File: src/rtl/chan_irq_pkg.sv
package chan_irq_pkg;
  localparam int NSRC       = 2;
  localparam int SRC_DEV    = 0;
  localparam int SRC_MEM    = 1;
  localparam int IDX_ERR_LO = 0;
  localparam int IDX_ERR_HI = 1;
  localparam int IDX_PEND   = 3;
  localparam int IDX_EN_SET = 5;
  localparam int IDX_EN_CLR = 7;

  // Sticky bit update: a fresh event wins over a clear in the same cycle.
  function automatic logic [NSRC-1:0] sticky_next(logic [NSRC-1:0] cur,
                                                  logic [NSRC-1:0] set,
                                                  logic [NSRC-1:0] clr);
    return (cur & ~clr) | set;
  endfunction

  function automatic logic [31:0] widen(logic [NSRC-1:0] v);
    return {{(32-NSRC){1'b0}}, v};
  endfunction
endpackage

File: src/rtl/chan_irq_pend.sv
module chan_irq_pend
  import chan_irq_pkg::*;
(
  input  logic            clk,
  input  logic            rst_n,
  input  logic [NSRC-1:0] set_i,
  input  logic [NSRC-1:0] clr_i,
  input  logic [NSRC-1:0] en_set_i,
  input  logic [NSRC-1:0] en_clr_i,
  output logic [NSRC-1:0] pend_o,
  output logic [NSRC-1:0] en_o
);
  logic [NSRC-1:0] pend_d;
  logic [NSRC-1:0] en_d;

  assign pend_d = sticky_next(pend_o, set_i, clr_i);
  assign en_d   = sticky_next(en_o, en_set_i, en_clr_i);

  for (genvar i = 0; i < NSRC; i++) begin : g_bit
    always_ff @(posedge clk) begin
      if (!rst_n) begin
        pend_o[i] <= 1'b0;
        en_o[i]   <= 1'b0;
      end else begin
        pend_o[i] <= pend_d[i];
        en_o[i]   <= en_d[i];
      end
    end
  end
endmodule

File: src/rtl/chan_irq_errcap.sv
module chan_irq_errcap #(
  parameter int ERR_W = 64
) (
  input  logic             clk,
  input  logic             rst_n,
  input  logic             cap_i,
  input  logic [ERR_W-1:0] addr_i,
  output logic [ERR_W-1:0] addr_o
);
  always_ff @(posedge clk) begin
    if (!rst_n)     addr_o <= '0;
    else if (cap_i) addr_o <= addr_i;
  end
endmodule

File: src/rtl/chan_irq_ctrl.sv
module chan_irq_ctrl
  import chan_irq_pkg::*;
#(
  parameter int ADDR_W   = 5,
  parameter int ERR_W    = 64,
  parameter int BUSY_BIT = 7
) (
  input  logic              clk,
  input  logic              rst_n,
  input  logic              bus_wr,
  input  logic [ADDR_W-1:0] bus_addr,
  input  logic [31:0]       bus_wdata,
  output logic [31:0]       bus_rdata,
  input  logic              dev_int,
  input  logic              dma_mem_err,
  input  logic [ERR_W-1:0]  dma_fault_addr,
  input  logic              stat_rd,
  input  logic [7:0]        stat_byte,
  output logic              irq_o
);
  localparam int IDX_W = ADDR_W - 2;

  logic [IDX_W-1:0] idx;
  logic [NSRC-1:0]  wbits;
  logic             wr_pend, wr_en_set, wr_en_clr, auto_clr, cap_ev;
  logic [NSRC-1:0]  clr_vec, set_vec, en_set_vec, en_clr_vec;
  logic [NSRC-1:0]  pend_q, en_q;
  logic [ERR_W-1:0] err_q;
  logic             unused_bits;

  assign idx         = bus_addr[ADDR_W-1:2];
  assign wbits       = bus_wdata[NSRC-1:0];
  assign unused_bits = ^{bus_addr[1:0], bus_wdata[31:NSRC], stat_byte};

  assign wr_pend   = bus_wr && (idx == IDX_W'(IDX_PEND));
  assign wr_en_set = bus_wr && (idx == IDX_W'(IDX_EN_SET));
  assign wr_en_clr = bus_wr && (idx == IDX_W'(IDX_EN_CLR));
  assign auto_clr  = stat_rd && !stat_byte[BUSY_BIT];

  assign clr_vec    = auto_clr ? '1 : (wr_pend ? wbits : '0);
  assign set_vec    = {dma_mem_err, dev_int};
  assign en_set_vec = wr_en_set ? wbits : '0;
  assign en_clr_vec = wr_en_clr ? wbits : '0;
  assign cap_ev     = dma_mem_err && (!pend_q[SRC_MEM] || clr_vec[SRC_MEM]);

  chan_irq_pend u_pend (
    .clk      (clk),
    .rst_n    (rst_n),
    .set_i    (set_vec),
    .clr_i    (clr_vec),
    .en_set_i (en_set_vec),
    .en_clr_i (en_clr_vec),
    .pend_o   (pend_q),
    .en_o     (en_q)
  );

  chan_irq_errcap #(.ERR_W(ERR_W)) u_cap (
    .clk    (clk),
    .rst_n  (rst_n),
    .cap_i  (cap_ev),
    .addr_i (dma_fault_addr),
    .addr_o (err_q)
  );

  assign irq_o = |(pend_q & en_q);

  always_comb begin
    bus_rdata = '0;
    case (idx)
      IDX_W'(IDX_ERR_LO): bus_rdata = err_q[31:0];
      IDX_W'(IDX_ERR_HI): bus_rdata = 32'(err_q >> 32);
      IDX_W'(IDX_PEND):   bus_rdata = widen(pend_q);
      IDX_W'(IDX_EN_SET),
      IDX_W'(IDX_EN_CLR): bus_rdata = widen(en_q);
      default:            bus_rdata = '0;
    endcase
  end
endmodule

File: config.mk
export PLATFORM = sky130hd
export DESIGN_NAME = chan_irq_ctrl
export DESIGN_NICKNAME = d
export VERILOG_FILES = /design/src/rtl/chan_irq_pkg.sv /design/src/rtl/chan_irq_pend.sv /design/src/rtl/chan_irq_errcap.sv /design/src/rtl/chan_irq_ctrl.sv
export SDC_FILE = /design/constraint.sdc
export NUM_CORES = 1
export LEC_CHECK = 0
export ABC_AREA = 1
export BUFFER_PORTS_ARGS = -buffer_cell sky130_fd_sc_hd__buf_2
export CAP_MARGIN = 20
export CELL_PAD_IN_SITES_DETAIL_PLACEMENT = 1
export CELL_PAD_IN_SITES_GLOBAL_PLACEMENT = 2
export CORE_AREA = 4 4 122 124
export DETAILED_ROUTE_END_ITERATION = 7
export DIE_AREA = 0 0 126 128
export HOLD_SLACK_MARGIN = 0.15
export PLACE_DENSITY = 0.83
export SLEW_MARGIN = 10
export SYNTH_ARGS = -nofsm -noshare
export SYNTH_HDL_FRONTEND = slang
export SYNTH_HIERARCHICAL = 1
export SYNTH_SLANG_ARGS = --single-unit
File: constraint.sdc
create_clock -name clk -period 2.89 [get_ports clk]
set_input_delay 0.578 -clock clk [delete_from_list [all_inputs] [get_ports clk]]
set_output_delay 0.578 -clock clk [all_outputs]
set_load 0.01 [all_outputs]
---- Yosys cells after proc, flatten, opt, wreduce, memory -nomap -nowiden ----
Cells that the tools add are included.
W data, S select, Z words.
storage, ports and cells
  word-level logic and storage cells ...... 32
  input port bits ......................... 115
  RAM bits ................................ 0
  memories kept ........................... 0
  latch bits .............................. 0
  register bits ........................... 68
  ROM bits ................................ 0
  output and inout port bits .............. 33
cells by class
  divide/modulo/power cells ............... 0
  reduce and logical (&&, ||, !) cells .... 11
  mux-type cells .......................... 5
  equal/unequal tests ..................... 4
  magnitude comparators ................... 0
  bitwise logic cells ..................... 7
  shift-type cells ........................ 0
  multipliers ............................. 0
  add/subtract/negate cells ............... 0
operators by type and width
  operator              count
  $pmux W32 S4          1
  $mux W2               4
  $and A2 B2 Y2         3
  $eq A3 B3 Y1 const B  2
  $logic_and A1 B1 Y1   5
  $not A2 Y2            2
  $or A2 B2 Y2          2
  $reduce_or A2 Y1      2
  $eq A3 B1 Y1 const B  1
  $eq A3 B2 Y1 const B  1
  $logic_not A3 Y1      1
  $logic_not A1 Y1      2
  $logic_or A1 B1 Y1    1

---- Longest topological paths before layout ----
  depth in word-level cells ............... 7
  mapped depth ............................ 11
  depth with buffers taken out ............ 9

---- Cells and area by module ----
The synthesis kept the hierarchy.
modules (own cells, without submodules)
  module           area each (µm²)  cells each  times used  sequential area each (µm²)
  chan_irq_errcap  2,670.1          405         1           1,281.2
  chan_irq_ctrl    553.0            133         1           0.0
  chan_irq_pend    148.9            21          1           80.1

---- Worst setup path after synthesis ----
OpenSTA, ideal clock, no wires.
  path kind ............................... input-to-output
  from .................................... input bus_addr[3]
  to ...................................... output bus_rdata[10]
  buffers on the path ..................... 1
  stages .................................. 6
  arrival time ............................ 1,149 ps
  data required time ...................... 2,312 ps
  slack ................................... 1,163 ps
  cells stage by stage .................... inv_2 > nand2_1 > nor2_4 > buf_2 > nand2_1 > nand2_1
on the way
  longest elaborated chain between the ends .. 3
  elaborated cells between the ends (all ways) .. 7
  those cells by class .................... eq/ne (4); mux (1); reduce/logical (2)
ends and longest elaborated chain
  what              RTL line             text
  start, declared   chan_irq_ctrl.sv:11  input logic [ADDR_W-1:0] bus_addr,
  $eq A3 B3 Y1      chan_irq_ctrl.sv:69  case (idx)
  $reduce_or A2 Y1  chan_irq_ctrl.sv:69
  $pmux W32 S4 *    chan_irq_ctrl.sv:69
  end, declared     chan_irq_ctrl.sv:13  output logic [31:0] bus_rdata,
Mark *: on every way between the ends. The rest lies on a longest branch, timed or not.

---- Final worst setup path ----
  from .................................... input bus_addr[3]
  to ...................................... output bus_rdata[0]
Same word-level chain as after synthesis.

==> metrics.cfg <==
[clock_tree]
cts.sinks = 68
clockBufferDepth = 2
cts_made_buffers = 9
insertion_delay_ns = 0.32
clkTransAtPathRegs_ns = 0.05
root_buffer = clkbuf_16
ctsHoldBuffers = 0
cts_resized = 0
htree_levels = 3
cts_tree = built
cts_setup_buffers = 0

[worst_setup_path]
critPathLaunchType = input port
cpPeakStageDelay_ns = 0.26
arrival_ns = 1.56
crit_path_top_delay_cell = buf_4
crit_fanout = 18
crit_required_ns = 2.31
endpoint_kind = primary output
reg2reg_depth = 7
path_cells = buf_2 > inv_2 > nand2_1 > nor2_4 > buf_4 > nand2_1 > nand4_1 > buf_2
path_class = input port to primary output

[synthesis]
synthSimpleGateAreaFrac_pct = 43.01
synth_adder_area_share_pct = 0
yosysTopAreaCell = dfxtp_1
seq_area_frac_synth_pct = 40.37
syn_area_per_cell_um2 = 6.032
synthMuxAreaShare_pct = 0
synth_seq_cells = 68
ys_types = 16
netlist_area_um2 = 3372
synth_warnings = 6
syn-instance-count = 559
synth-compound-area-share_pct = 0.8534
synth_top_area_share_pct = 40.37
synth_xor_area_share_pct = 0
synth_top_family_by_area = simple AND/OR/NAND/NOR gates
syn-num-nets = 674
ys_top_cells_by_area = dfxtp_1 40%, nand2_1 26%, nor2_1 14%

[global_route]
grt_pass1_wl_um = 15810
grt_max_degree = 59
gr-usage-all-layers_pct = 11.73
antenna_found_initial = 0
grt-ovfl-total = 0
grt_pass1_vias = 3520

[floorplanning]
ios = 148
die_w_um = 126
start_util_pct = 24.48
coreArea_um2 = 13770
rows = 43
die_y_um = 128
die-area_um2 = 16130

[final_layout]
final_util_pct = 31.10
final-instance-count-excl-fill = 843
drive_above_1_share_pct = 20.06
area_growth_syn_to_layout_pct = 27.05
antennaDiodeCount = 0
final_nets = 773

[pwr]
sw_frac_of_total_pct = 25.55
cellInternalPower_mw = 1.803
power.share.clock_pct = 42.7
pwr-share-seq_pct = 43.5
leakagePower_nw = 2.503
ir_worst_vdd_v = 0.0002299
cellPowerDensity_nw_per_um2 = 565.3
p_comb_share_pct = 13.8
power_switching_uw = 618.8

[min_path]
worst_hold_path.num_cells = 2
worst_hold_path_type = flop to flop

[sta]
max_slew_margin_pct = 58.31
min_period_over_period_pct = 73.90
finalHoldViolCount = 0
timing.hold.ws_ns = 0.4681
fmax_mhz = 468.2
worstMarginPinSlew_ns = 0.6254
finalCriticalPeriod_ns = 2.136
worst_clock_skew_ns = 0.005158
tns_ns = 0
fin_ws_ns = 0.7542
final_max_slew_viol_count = 0
rsz0062_at_grt = no
finalSetupViolCount = 0

[run_status]
outcome = finished clean

[place]
place_inst = 827
place_hpwl_um = 6850
globalplace.congestion = 0.7389
numPortBuffers = 108
dp_slack_ns = 0.7317

[drt]
vias = 3426
wirelength_um = 9339
wire_per_inst_um = 11.08
drtIter0Drc = 113
drc = 0
first_pass_iters = 4
antenna_left = 0
avgViaCountPerCell = 4.064

[flow_run]
drv_cap = 0

==> area by class of cell <==
class	count	area [um2]
repair buffers	115	630.6
flip-flops and latches	68	1361
well taps	180	225.2
fillers	1868	9489
multi-input cells	383	1479
clock inverters	1	5.005
clock buffers	15	277.8
inverters	81	305.3
==> final timing paths <==
path | start | to | slack (ns)
worst max-delay path | bus_addr[3] | bus_rdata[0] | 0.75
worst max register to register | u_pend/pend_o[1]$_SDFF_PN0_ | u_cap/addr_o[52]$_SDFFE_PN0P_ | 1.39
worst min register to register | u_cap/addr_o[49]$_SDFFE_PN0P_ | u_cap/addr_o[49]$_SDFFE_PN0P_ | 0.47
worst min-delay path | u_cap/addr_o[49]$_SDFFE_PN0P_ | u_cap/addr_o[49]$_SDFFE_PN0P_ | 0.47
==> power by group through the flow <==
| stage | Combinational (mW) | Clock (mW) | Sequential, mW |
|---|---|---|---|
| after detailed placement | 0.344 | 0 | 1.07 |
| after floorplan | 0.241 | 0 | 1.06 |
| after CTS | 0.345 | 1.07 | 1.05 |
| after global placement | 0.331 | 0 | 1.07 |
| final | 0.335 | 1.03 | 1.05 |
| after global routing | 0.394 | 1.11 | 1.06 |
==> layout by cell type, fill, tap and decap left out, drive strengths merged, types with 2 or more instances in the layout <==
| cell | count |
|---|---|
| a21oi | 4 |
| nand3 | 3 |
| inv | 80 |
| dfxtp | 68 |
| clkbuf | 15 |
| nand4 | 2 |
| clkinv | 2 |
| buf | 115 |
| nor4 | 4 |
| nor2 | 131 |
| nand2 | 238 |
==> flip-flops by register name, indices dropped and copies added (netlist names) <==
name	count
u_cap/addr_o	64
u_pend/en_o	2
u_pend/pend_o	2
==> worst max-delay path, delay by kind of cell <==
family	cells	cell delay, ns
buffers and inverters	4	0.61
and+or+nand+nor	4	0.37
==> synthesized netlist by cell type, drive strengths merged <==
library cell / number
nand3: 3
buf: 26
clkbuf: 1
a22o: 1
nand4: 2
dfxtp: 68
nor4: 4
nor2: 131
nand2: 238
a21oi: 4
inv: 81
==> cells by family after synthesis <==
kind of cell,after synthesis
flops,68
compound gates,5
simple gates,378
buf+inv,108
==> stage by stage <==
stage	cell area, um2	total power, mW
after floorplan	3372	1.304
after global placement	4001	1.400
after detailed placement	4001	1.417
after CTS	4284	2.470
after global routing	4284	2.572
final	4284	2.422
==> per-layer routing <==
layer	GRT usage, %	vias to the layer above	share of wire [%]
met5	0	-	0
met2	20.28	68	49
met1	14.46	1544	46
met4	4.479	0	1.6
li1	-	1800	-
met3	2.250	14	4.1
Power figures use the tool's default switching activity.
